==> src/rtl/hyb_coh_pkg.sv <==
package hyb_coh_pkg;
  typedef enum logic [1:0] {
    ST_INV   = 2'd0,
    ST_SHR   = 2'd1,
    ST_EXCL  = 2'd2,
    ST_OTHER = 2'd3
  } cstate_e;
endpackage

==> src/rtl/hyb_sharer_next.sv <==
module hyb_sharer_next
  import hyb_coh_pkg::*;
#(
  parameter int NCORES = 4,
  localparam int CIW = $clog2(NCORES)
) (
  input  logic [2*NCORES-1:0] st_i,
  input  logic [CIW-1:0]      core_i,
  input  logic                write_i,
  input  logic                upd_mode_i,
  output logic [2*NCORES-1:0] st_o,
  output logic [NCORES-1:0]   targets_o,
  output logic                shared_o
);
  logic [NCORES-1:0] holds;

  for (genvar i = 0; i < NCORES; i++) begin : g_core
    logic [1:0] cur;
    logic       self;
    assign cur       = st_i[2*i +: 2];
    assign self      = (core_i == CIW'(i));
    assign holds[i]  = (cur == ST_EXCL) || (cur == ST_SHR);
    assign targets_o[i] = holds[i] && !self;

    always_comb begin
      st_o[2*i +: 2] = cur;
      if (write_i) begin
        if (!upd_mode_i) begin
          if (self && holds[i])        st_o[2*i +: 2] = ST_EXCL;
          else if (!self && holds[i])  st_o[2*i +: 2] = ST_OTHER;
        end
      end else begin
        if (self)                      st_o[2*i +: 2] = shared_o ? ST_SHR : ST_EXCL;
        else if (cur == ST_EXCL)       st_o[2*i +: 2] = ST_SHR;
      end
    end
  end

  assign shared_o = |targets_o;
endmodule

==> src/rtl/hyb_mode_engine.sv <==
module hyb_mode_engine #(
  parameter int CNT_W = 11,
  parameter int DELTA = 1000
) (
  input  logic             p_i,
  input  logic [CNT_W-1:0] w_i,
  input  logic [CNT_W-1:0] uc_i,
  input  logic             write_i,
  input  logic             omiss_i,
  output logic             p_o,
  output logic [CNT_W-1:0] w_o,
  output logic [CNT_W-1:0] uc_o
);
  localparam logic [CNT_W-1:0] MAXV  = {CNT_W{1'b1}};
  localparam logic [CNT_W-1:0] LIMIT = CNT_W'(DELTA);

  logic [CNT_W-1:0] uc_up;
  assign uc_up = (uc_i == MAXV) ? uc_i : uc_i + 1'b1;

  always_comb begin
    p_o  = p_i;
    w_o  = w_i;
    uc_o = uc_i;
    if (write_i) begin
      if (p_i) begin
        w_o = (w_i == '0) ? w_i : w_i - 1'b1;
        if (w_i <= CNT_W'(1)) p_o = 1'b0;
      end else begin
        w_o = (w_i == MAXV) ? w_i : w_i + 1'b1;
      end
    end else if (omiss_i && !p_i) begin
      if (w_i < LIMIT) begin
        uc_o = uc_up;
        w_o  = uc_up;
        p_o  = 1'b1;
      end else begin
        uc_o = (uc_i == '0) ? uc_i : uc_i - 1'b1;
        w_o  = '0;
      end
    end
  end
endmodule

==> src/rtl/hyb_coh_tx.sv <==
module hyb_coh_tx #(
  parameter int NCORES  = 4,
  parameter int NBLOCKS = 16,
  parameter int DW      = 32,
  localparam int BIW = $clog2(NBLOCKS)
) (
  input  logic              clk,
  input  logic              rst_n,
  input  logic              load_i,
  input  logic              upd_i,
  input  logic [BIW-1:0]    blk_i,
  input  logic [NCORES-1:0] mask_i,
  input  logic [DW-1:0]     data_i,
  input  logic              cb_ready,
  output logic              cb_valid,
  output logic              cb_update,
  output logic [BIW-1:0]    cb_block,
  output logic [NCORES-1:0] cb_mask,
  output logic [DW-1:0]     cb_data
);
  always_ff @(posedge clk) begin
    if (!rst_n) begin
      cb_valid  <= 1'b0;
      cb_update <= 1'b0;
      cb_block  <= '0;
      cb_mask   <= '0;
      cb_data   <= '0;
    end else if (load_i) begin
      cb_valid  <= 1'b1;
      cb_update <= upd_i;
      cb_block  <= blk_i;
      cb_mask   <= mask_i;
      cb_data   <= data_i;
    end else if (cb_valid && cb_ready) begin
      cb_valid  <= 1'b0;
    end
  end
endmodule

==> src/rtl/hyb_coh_dir.sv <==
module hyb_coh_dir
  import hyb_coh_pkg::*;
#(
  parameter int NCORES  = 4,
  parameter int NBLOCKS = 16,
  parameter int DW      = 32,
  parameter int CNT_W   = 11,
  parameter int DELTA   = 1000,
  localparam int CIW = $clog2(NCORES),
  localparam int BIW = $clog2(NBLOCKS)
) (
  input  logic                clk,
  input  logic                rst_n,
  input  logic                req_valid,
  output logic                req_ready,
  input  logic                req_write,
  input  logic [CIW-1:0]      req_core,
  input  logic [BIW-1:0]      req_block,
  input  logic [DW-1:0]       req_data,
  output logic                rsp_valid,
  output logic [CIW-1:0]      rsp_core,
  output logic                rsp_shared,
  output logic                cb_valid,
  input  logic                cb_ready,
  output logic                cb_update,
  output logic [BIW-1:0]      cb_block,
  output logic [NCORES-1:0]   cb_mask,
  output logic [DW-1:0]       cb_data,
  input  logic [BIW-1:0]      q_block,
  output logic [2*NCORES-1:0] q_states,
  output logic                q_mode,
  output logic [CNT_W-1:0]    q_wcnt,
  output logic [CNT_W-1:0]    q_ucnt
);
  logic [2*NCORES-1:0] st_q [NBLOCKS];
  logic                p_q  [NBLOCKS];
  logic [CNT_W-1:0]    w_q  [NBLOCKS];
  logic [CNT_W-1:0]    uc_q [NBLOCKS];

  logic                accept;
  logic [2*NCORES-1:0] cur_st, nxt_st;
  logic                cur_p, nxt_p;
  logic [CNT_W-1:0]    cur_w, nxt_w, cur_uc, nxt_uc;
  logic [NCORES-1:0]   targets;
  logic                shared;
  logic                omiss;

  assign req_ready = !cb_valid;
  assign accept    = req_valid && req_ready;

  assign cur_st = st_q[req_block];
  assign cur_p  = p_q[req_block];
  assign cur_w  = w_q[req_block];
  assign cur_uc = uc_q[req_block];
  assign omiss  = !req_write && (cur_st[2*req_core +: 2] == ST_OTHER);

  hyb_sharer_next #(.NCORES(NCORES)) u_share (
    .st_i(cur_st), .core_i(req_core), .write_i(req_write), .upd_mode_i(cur_p),
    .st_o(nxt_st), .targets_o(targets), .shared_o(shared)
  );

  hyb_mode_engine #(.CNT_W(CNT_W), .DELTA(DELTA)) u_mode (
    .p_i(cur_p), .w_i(cur_w), .uc_i(cur_uc), .write_i(req_write), .omiss_i(omiss),
    .p_o(nxt_p), .w_o(nxt_w), .uc_o(nxt_uc)
  );

  hyb_coh_tx #(.NCORES(NCORES), .NBLOCKS(NBLOCKS), .DW(DW)) u_tx (
    .clk(clk), .rst_n(rst_n),
    .load_i(accept && req_write && (|targets)), .upd_i(cur_p),
    .blk_i(req_block), .mask_i(targets), .data_i(req_data),
    .cb_ready(cb_ready), .cb_valid(cb_valid), .cb_update(cb_update),
    .cb_block(cb_block), .cb_mask(cb_mask), .cb_data(cb_data)
  );

  always_ff @(posedge clk) begin
    if (!rst_n) begin
      for (int b = 0; b < NBLOCKS; b++) begin
        st_q[b] <= '0;
        p_q[b]  <= 1'b0;
        w_q[b]  <= '0;
        uc_q[b] <= '0;
      end
    end else if (accept) begin
      st_q[req_block] <= nxt_st;
      p_q[req_block]  <= nxt_p;
      w_q[req_block]  <= nxt_w;
      uc_q[req_block] <= nxt_uc;
    end
  end

  always_ff @(posedge clk) begin
    if (!rst_n) begin
      rsp_valid  <= 1'b0;
      rsp_core   <= '0;
      rsp_shared <= 1'b0;
    end else begin
      rsp_valid  <= accept && !req_write;
      rsp_core   <= req_core;
      rsp_shared <= shared;
    end
  end

  assign q_states = st_q[q_block];
  assign q_mode   = p_q[q_block];
  assign q_wcnt   = w_q[q_block];
  assign q_ucnt   = uc_q[q_block];
endmodule

==> config.mk <==
export PLATFORM = sky130hd
export DESIGN_NAME = hyb_coh_dir
export DESIGN_NICKNAME = d
export VERILOG_FILES = /design/src/rtl/hyb_coh_pkg.sv /design/src/rtl/hyb_sharer_next.sv /design/src/rtl/hyb_mode_engine.sv /design/src/rtl/hyb_coh_tx.sv /design/src/rtl/hyb_coh_dir.sv
export SDC_FILE = /design/constraint.sdc
export NUM_CORES = 1
export LEC_CHECK = 0
export CAP_MARGIN = 15
export CORE_UTILIZATION = 49
export DETAILED_ROUTE_END_ITERATION = 8
export GPL_ROUTABILITY_DRIVEN = 0
export GPL_TIMING_DRIVEN = 0
export PLACE_DENSITY_LB_ADDON = 0.08
export SYNTH_ARGS = -nofsm -noshare
export SYNTH_HDL_FRONTEND = slang
export SYNTH_SLANG_ARGS = --single-unit
==> constraint.sdc <==
create_clock -name clk -period 6.4 [get_ports clk]
set_input_delay 1.28 -clock clk [delete_from_list [all_inputs] [get_ports clk]]
set_output_delay 1.28 -clock clk [all_outputs]
set_load 0.01 [all_outputs]
==> results of run 1 <==
## layout by cell type, fill, tap and decap left out, drive strengths merged, types with 6 or more instances in the layout
cell type      Yosys  routed
edfxtp           480     480
mux4             281     281
a21oi            277     277
nor2             236     236
clkbuf           126     203
nand2            166     166
buf               90     126
clkdlybuf4s50      0     120
dfxtp             62      62
o21ai             45      45
a21boi            42      42
nand3             37      37
nor3              33      33
a22oi             23      23
clkinv             1      21
inv               17      20
a22o              15      15
nand4             14      14
a221oi            14      14
and2              13      13
ha                13      13
mux2i             13      13
and3              12      12
a211oi            10      10
a31oi             10      10
nor4               9       9
and4               8       8
a221o              8       8
o211ai             7       7
bufinv             0       6
a311oi             6       6
## final cells by class
class | instances | area, µm²
Fill cell | 4811 | 24900
Timing Repair Buffer | 156 | 1830
Buffer | 216 | 1090
Clock inverter | 31 | 308
Clock buffer | 77 | 1630
Sequential cell | 542 | 15700
Inverter | 18 | 67.6
Tap cell | 773 | 967
Multi-Input combinational cell | 1366 | 12600
## synthesized netlist by cell type, types with 15 or more instances
library cell and n:
a21boi_0 41, a21oi_1 246, a21oi_2 30, a22o_1 15
a22oi_1 22, buf_1 17, buf_2 39, buf_4 15
buf_6 16, clkbuf_1 126, dfxtp_1 62, edfxtp_1 480
inv_1 15, mux4_2 281, nand2_1 165, nand3_1 37
nor2_1 236, nor3_1 32, o21ai_0 22, o21ai_1 22
## flip-flops by register name (all words and copies together), names as in the netlist
signal	cells
rsp_valid	1
rsp_core	2
p_q	16
st_q	128
u_tx.cb_block	4
u_tx.cb_mask	4
rsp_shared	1
w_q	176
uc_q	176
u_tx.cb_update	1
u_tx.cb_data	32
u_tx.cb_valid	1
## worst paths after layout
check | start | end | slack [ps]
setup reg to reg | st_q[6][4]$_SDFFCE_PN0P_ | w_q[4][8]$_SDFFCE_PN0P_ | 1530
hold reg to reg | u_tx.cb_data[2]$_SDFFE_PN0P_ | u_tx.cb_data[2]$_SDFFE_PN0P_ | 460
setup / recovery | req_block[3] | w_q[2][0]$_SDFFCE_PN0P_ | 40
hold / removal | u_tx.cb_data[2]$_SDFFE_PN0P_ | u_tx.cb_data[2]$_SDFFE_PN0P_ | 460
## power by group through the flow
stage	clock network, mW	registers (mW)	logic, mW
2_1_floorplan	0	4.12	0.887
3_3_place_gp	0	4.13	1.44
3_5_place_dp	0	4.13	1.49
4_1_cts	3.50	4.06	1.50
5_1_grt	3.62	4.07	1.60
6_report	3.52	4.06	1.55
## critical path: cells and delay by family
kind            cells  cell delay, ps
fa+ha+maj           1             230
simple gates        5            1420
compound gates      3            1320
buf+inv             5            2390
## routing by layer
layer | GRT usage | part of all wire | vias to the layer above
met4 | 0.209 | 0.062 | 0
met2 | 0.570 | 0.45 | 1937
li1 | - | - | 8954
met5 | 0 | 0 | -
met3 | 0.113 | 0.14 | 420
met1 | 0.493 | 0.35 | 11400
## cells by family (layout without fill, tap and decap cells)
family / after synthesis / in the layout / synth area share
flops: 542 / 542 / 0.535
mux: 297 / 297 / 0.222
xor+xnor: 3 / 3 / 0.000898
fa+ha+maj: 13 / 13 / 0.00556
buf+inv: 234 / 498 / 0.0394
simple gates: 550 / 550 / 0.0833
compound gates: 503 / 503 / 0.114
## what timing repair did
| action | CTS | global route |
|---|---|---|
| resized for setup | 2 | 17 |
| hold endpoints to repair | 0 | 0 |
| endpoints found under the setup margin | 92 | 96 |
| pin swaps | 0 | 0 |
| setup buffers | 0 | 0 |
==> run summary, run 1 <==
final non-filler cell area = 0.0341 mm²
Worst Hold Slack = 462 ps
hold depth = 2
flops & latches, synth = 542
area of placed instances = 0.0320 mm²
Slowest cell on crit path = clkbuf_1
period utilisation layout = 0.993
largest net degree at the start of global routing = 21
Post-Syn Area per Cell = 13.7 µm²
detailed-router iteration count before antenna repair = 6
row cnt = 89
number of global-route vias before repair = 21600
Root Buffer = clkbuf_16
CP peak stage delay = 640 ps
Die Y = 246 µm
syn nets = 2202
cells after synthesis = 2142
Synth area leader = edfxtp_1
crit path capture type = flip-flop
CP max FO = 10
ys async rst share = 0
Top-Level Pins = 125
pwr dens = 268 mW/mm²
vias = 22800
initial antenna violation count = 1
min cycle time layout = 6360 ps
grt ovf = 0
Die W = 246 µm
Starting Density = 0.496
post-route core utilization = 0.578
clk buf depth = 3
maximum VDD drop = 231 µV
Via-to-Cell Ratio = 7.16
worst hold-check path type = flip-flop to flip-flop
Pint = 6.59 mW
number of remaining DRC errors = 0
Sw Ratio = 0.278
RSZ-0062 raised after global routing = false
IO buf count = 120
wire per inst = 36.1 µm
reg2reg path depth = 12
Placed Cells = 3063
Detailed Route Iter0 Violations = 3652
total power = 9.13 mW
clk_skew = 42.7 ps
Final Slew Violations = 0
Seq pwr share = 0.445
CTS tree = done
worst slack, placed = -984 ps
synthesis-to-finish area growth = 16.6%
Antenna Cells = 0
Routed WL = 115000 µm
endpoints failing hold = 0
clk slew on worst S/H paths = 60 ps
CP required = 6730 ps
Clk pwr share = 0.385
status = finished clean
Synth Warn # = 0
maximum clock frequency = 157 MHz
Psw = 2.54 mW
CP Class = input port to flip-flop
crit-path cells = clkdlybuf4s50_1 -> nor2_2 -> buf_2 -> clkbuf_1 -> nand2_1 -> and4_1 -> inv_1 -> ha_1 -> nand3_1 -> o41ai_4 -> nand3_1 -> a31oi_1 -> buf_2 -> a21oi_1
core area = 0.0590 mm²
Seq/Total Area, Yosys = 0.535
Worst setup SP type = input port
Clock Sinks = 542
WP data arrival = 6690 ps
TNS Setup = 0 ps
share of the synthesized area in the top cell type = 0.492
number of buffers inserted by hold repair at cts = 0
Clock H-tree levels = 2
Max-slew headroom = 0.0917
max cap viols = 0
post-DP HPWL = 77500 µm
GRT Total Usage = 0.379
Layout Nets = 2420
Slew @ Worst Pin = 1360 ps
Routed Antenna Nets = 0
Mapped Area = 0.0293 mm²
Cell variety after synth = 85
Finished Layout Cells = 3179
Synth Flop Type = edfxtp_1
clk_lat worst skew = 660 ps
Area contributors post-synth = edfxtp_1 49%, mux4_2 22%, dfxtp_1 4.2%
Post-synth EDFFs = 480
TritonCTS Buffers = 60
worst setup margin = 43.0 ps
DIE AREA = 0.0607 mm²
first-pass GRT wire length = 158000 µm
ratio of cells with drive above 1 in the final layout = 0.238
Static Leakage = 11.4 nW
Final setup viols = 0
combinational group share of total power = 0.170
Power figures use the tool's default switching activity.
==> run 2: changes to the inputs <==
PLACE_DENSITY = 0.67   (was not set)
PLACE_DENSITY_LB_ADDON = not set   (was 0.08)
==> run 2 against run 1 <==
Net effect:
- the run now ends with setup timing left
- critical path type unchanged
- worst hold slack gained 2.8 ps
- cell count is essentially flat
- critical endpoint is now w_q[5][10]$_SDFFCE_PN0P_
- combinational power is essentially flat
- first-iteration DRC count is essentially flat
- clock power grew 5%
- critical path depth grew 1
- via count grew 0.61%
- power grew 1.7%
==> run summary, run 2 (synthesized netlist as in run 1, its figures left out) <==
status = finished with violations
failing checks = setup timing
Finished Layout Cells = 3177
period utilisation layout = 1.02
worst setup margin = -111 ps
CP Launch Point = req_block[3]
clk_lat worst skew = 650 ps
WP data arrival = 7000 ps
number of global-route vias before repair = 22300
Die Y = 246 µm
clk slew on worst S/H paths = 60 ps
crit-path cells = clkdlybuf4s50_1 -> nor2b_1 -> buf_2 -> buf_2 -> buf_2 -> a22oi_1 -> nand2_1 -> ha_1 -> nand2_1 -> o22ai_1 -> nand3_1 -> a2111oi_0 -> a31oi_1 -> buf_2 -> nor2_1
CP Class = input port to flip-flop
CP Depth = 15
CP peak stage delay = 920 ps
CP max FO = 10
initial antenna violation count = 5
Root Buffer = clkbuf_16
Top-Level Pins = 125
maximum clock frequency = 154 MHz
TritonCTS Buffers = 59
endpoints failing hold = 0
CP delay by family, top = buffers and inverters
grt ovf = 0
synthesis-to-finish area growth = 16.7%
post-DP HPWL = 74300 µm
Buffers & Inverters on Critical Path = 5
Worst R2R End = w_q[5][10]$_SDFFCE_PN0P_
ratio of cells with drive above 1 in the final layout = 0.235
Layout Nets = 2415
detailed-router iteration count before antenna repair = 6
Routed WL = 110000 µm
Slew @ Worst Pin = 1330 ps
Worst setup SP type = input port
crit path capture type = flip-flop
vias = 22900
row cnt = 89
Slowest cell on crit path = a2111oi_0
wire per inst = 34.6 µm
worst slack, placed = -826 ps
Reg-to-Reg Start = w_q[0][9]$_SDFFCE_PN0P_
max cap viols = 0
Static Leakage = 11.4 nW
IO buf count = 120
clk buf depth = 3
flop2flop setup slack = 2040 ps
most frequent CP cell = buf_2
Clock Sinks = 542
DIE AREA = 0.0607 mm²
Routed Antenna Nets = 0
Starting Density = 0.496
pwr dens = 272 mW/mm²
Post-CTS Setup Bufs = 0
worst hold-check path type = flip-flop to flip-flop
reg2reg path depth = 10
most frequent cells in the layout = 480 x edfxtp_1, 281 x mux4_2, 245 x a21oi_1
maximum VDD drop = 213 µV
Final Slew Violations = 0
Via-to-Cell Ratio = 7.21
Clock H-tree levels = 2
Final setup viols = 10
core area = 0.0590 mm²
commonest non-fill, non-tap cell in the layout = edfxtp_1
Detailed Route Iter0 Violations = 3655
biggest regs = uc_q (176), w_q (176), st_q (128)
min cycle time layout = 6510 ps
Die W = 246 µm
Placed Cells = 3062
Critical Path Sink = w_q[5][10]$_SDFFCE_PN0P_
GRT Total Usage = 0.365
largest net degree at the start of global routing = 25
number of remaining DRC errors = 0
CP required = 6890 ps
number of buffers inserted by hold repair at cts = 0
clk_skew = 33.1 ps
Max-slew headroom = 0.112
CTS tree = done
first-pass GRT wire length = 155000 µm
-- run 2: changes by cell type in the layout (fill, tap and decap cells not counted), sizes merged --
cell,change
buf,-4
bufinv,+7
clkbuf,-5
clkinv,+1
diode,+2
inv,-3
-- run 2: worst min-delay path by stage --
stage	end	from	depth (start not counted)
4_1_cts	u_tx.cb_data[31]$_SDFFE_PN0P_	u_tx.cb_data[31]$_SDFFE_PN0P_	2
3_5_place_dp	u_tx.cb_data[31]$_SDFFE_PN0P_	u_tx.cb_data[31]$_SDFFE_PN0P_	2
2_1_floorplan	p_q[14]$_DFF_P_	p_q[14]$_DFF_P_	2
6_report	u_tx.cb_data[31]$_SDFFE_PN0P_	u_tx.cb_data[31]$_SDFFE_PN0P_	2
5_1_grt	u_tx.cb_block[2]$_SDFFE_PN0P_	u_tx.cb_block[2]$_SDFFE_PN0P_	2
3_3_place_gp	u_tx.cb_data[18]$_SDFFE_PN0P_	u_tx.cb_data[18]$_SDFFE_PN0P_	2
-- run 2: metal layers --
metal,global-route usage,up-vias,part of all wire
li1,-,8947,-
met1,0.458,11300,0.33
met5,0,-,0.00032
met2,0.545,2159,0.44
met3,0.119,470,0.16
met4,0.235,6,0.072
-- run 2: repair_timing --
action | 4_1_cts | 5_1_grt
hold endpoints to repair | 0 | 0
resized for setup | 1 | 9
setup endpoints to repair | 40 | 158
-- run 2: cell type report --
class                   instances  area, µm²
fillers                      4697      24900
flip-flops and latches        542      15700
multi-input cells            1366      12600
repair buffers                152       1780
clock buffers                  72       1540
plain buffers                 216       1090
well taps                     773        967
clock inverters                36        518
inverters                      18       67.6
diodes                          2       5.00
-- run 2: worst register-to-register path: cells and delay by family (launching register included) --
kind | cells | cell delay (ps)
simple gates | 3 | 790
buf+inv | 2 | 630
flops | 1 | 420
mux | 1 | 470
compound gates | 4 | 1910
-- run 2: metrics by stage --
| stage | setup TNS (ps) | utilization | power, mW | hold slack, ps | instance area, µm² |
|---|---|---|---|---|---|
| floorplan | 0 | - | 5.00 | 448 | 29300 |
| global placement | -255540 | 0.533 | 5.53 | 453 | 31400 |
| detailed placement | -125000 | 0.542 | 5.60 | 461 | 32000 |
| CTS | 0 | 0.577 | 9.22 | 469 | 34000 |
| global route | -3.03 | 0.579 | 9.46 | 484 | 34200 |
| finish | -865 | 0.579 | 9.28 | 465 | 34200 |
-- run 2: where the power goes --
group | total, mW | internal (mW) | switching (mW)
logic | 1.53 | 0.580 | 0.955
clock network | 3.69 | 2.22 | 1.47
registers | 4.06 | 3.99 | 0.0724
total | 9.28 | 6.79 | 2.50
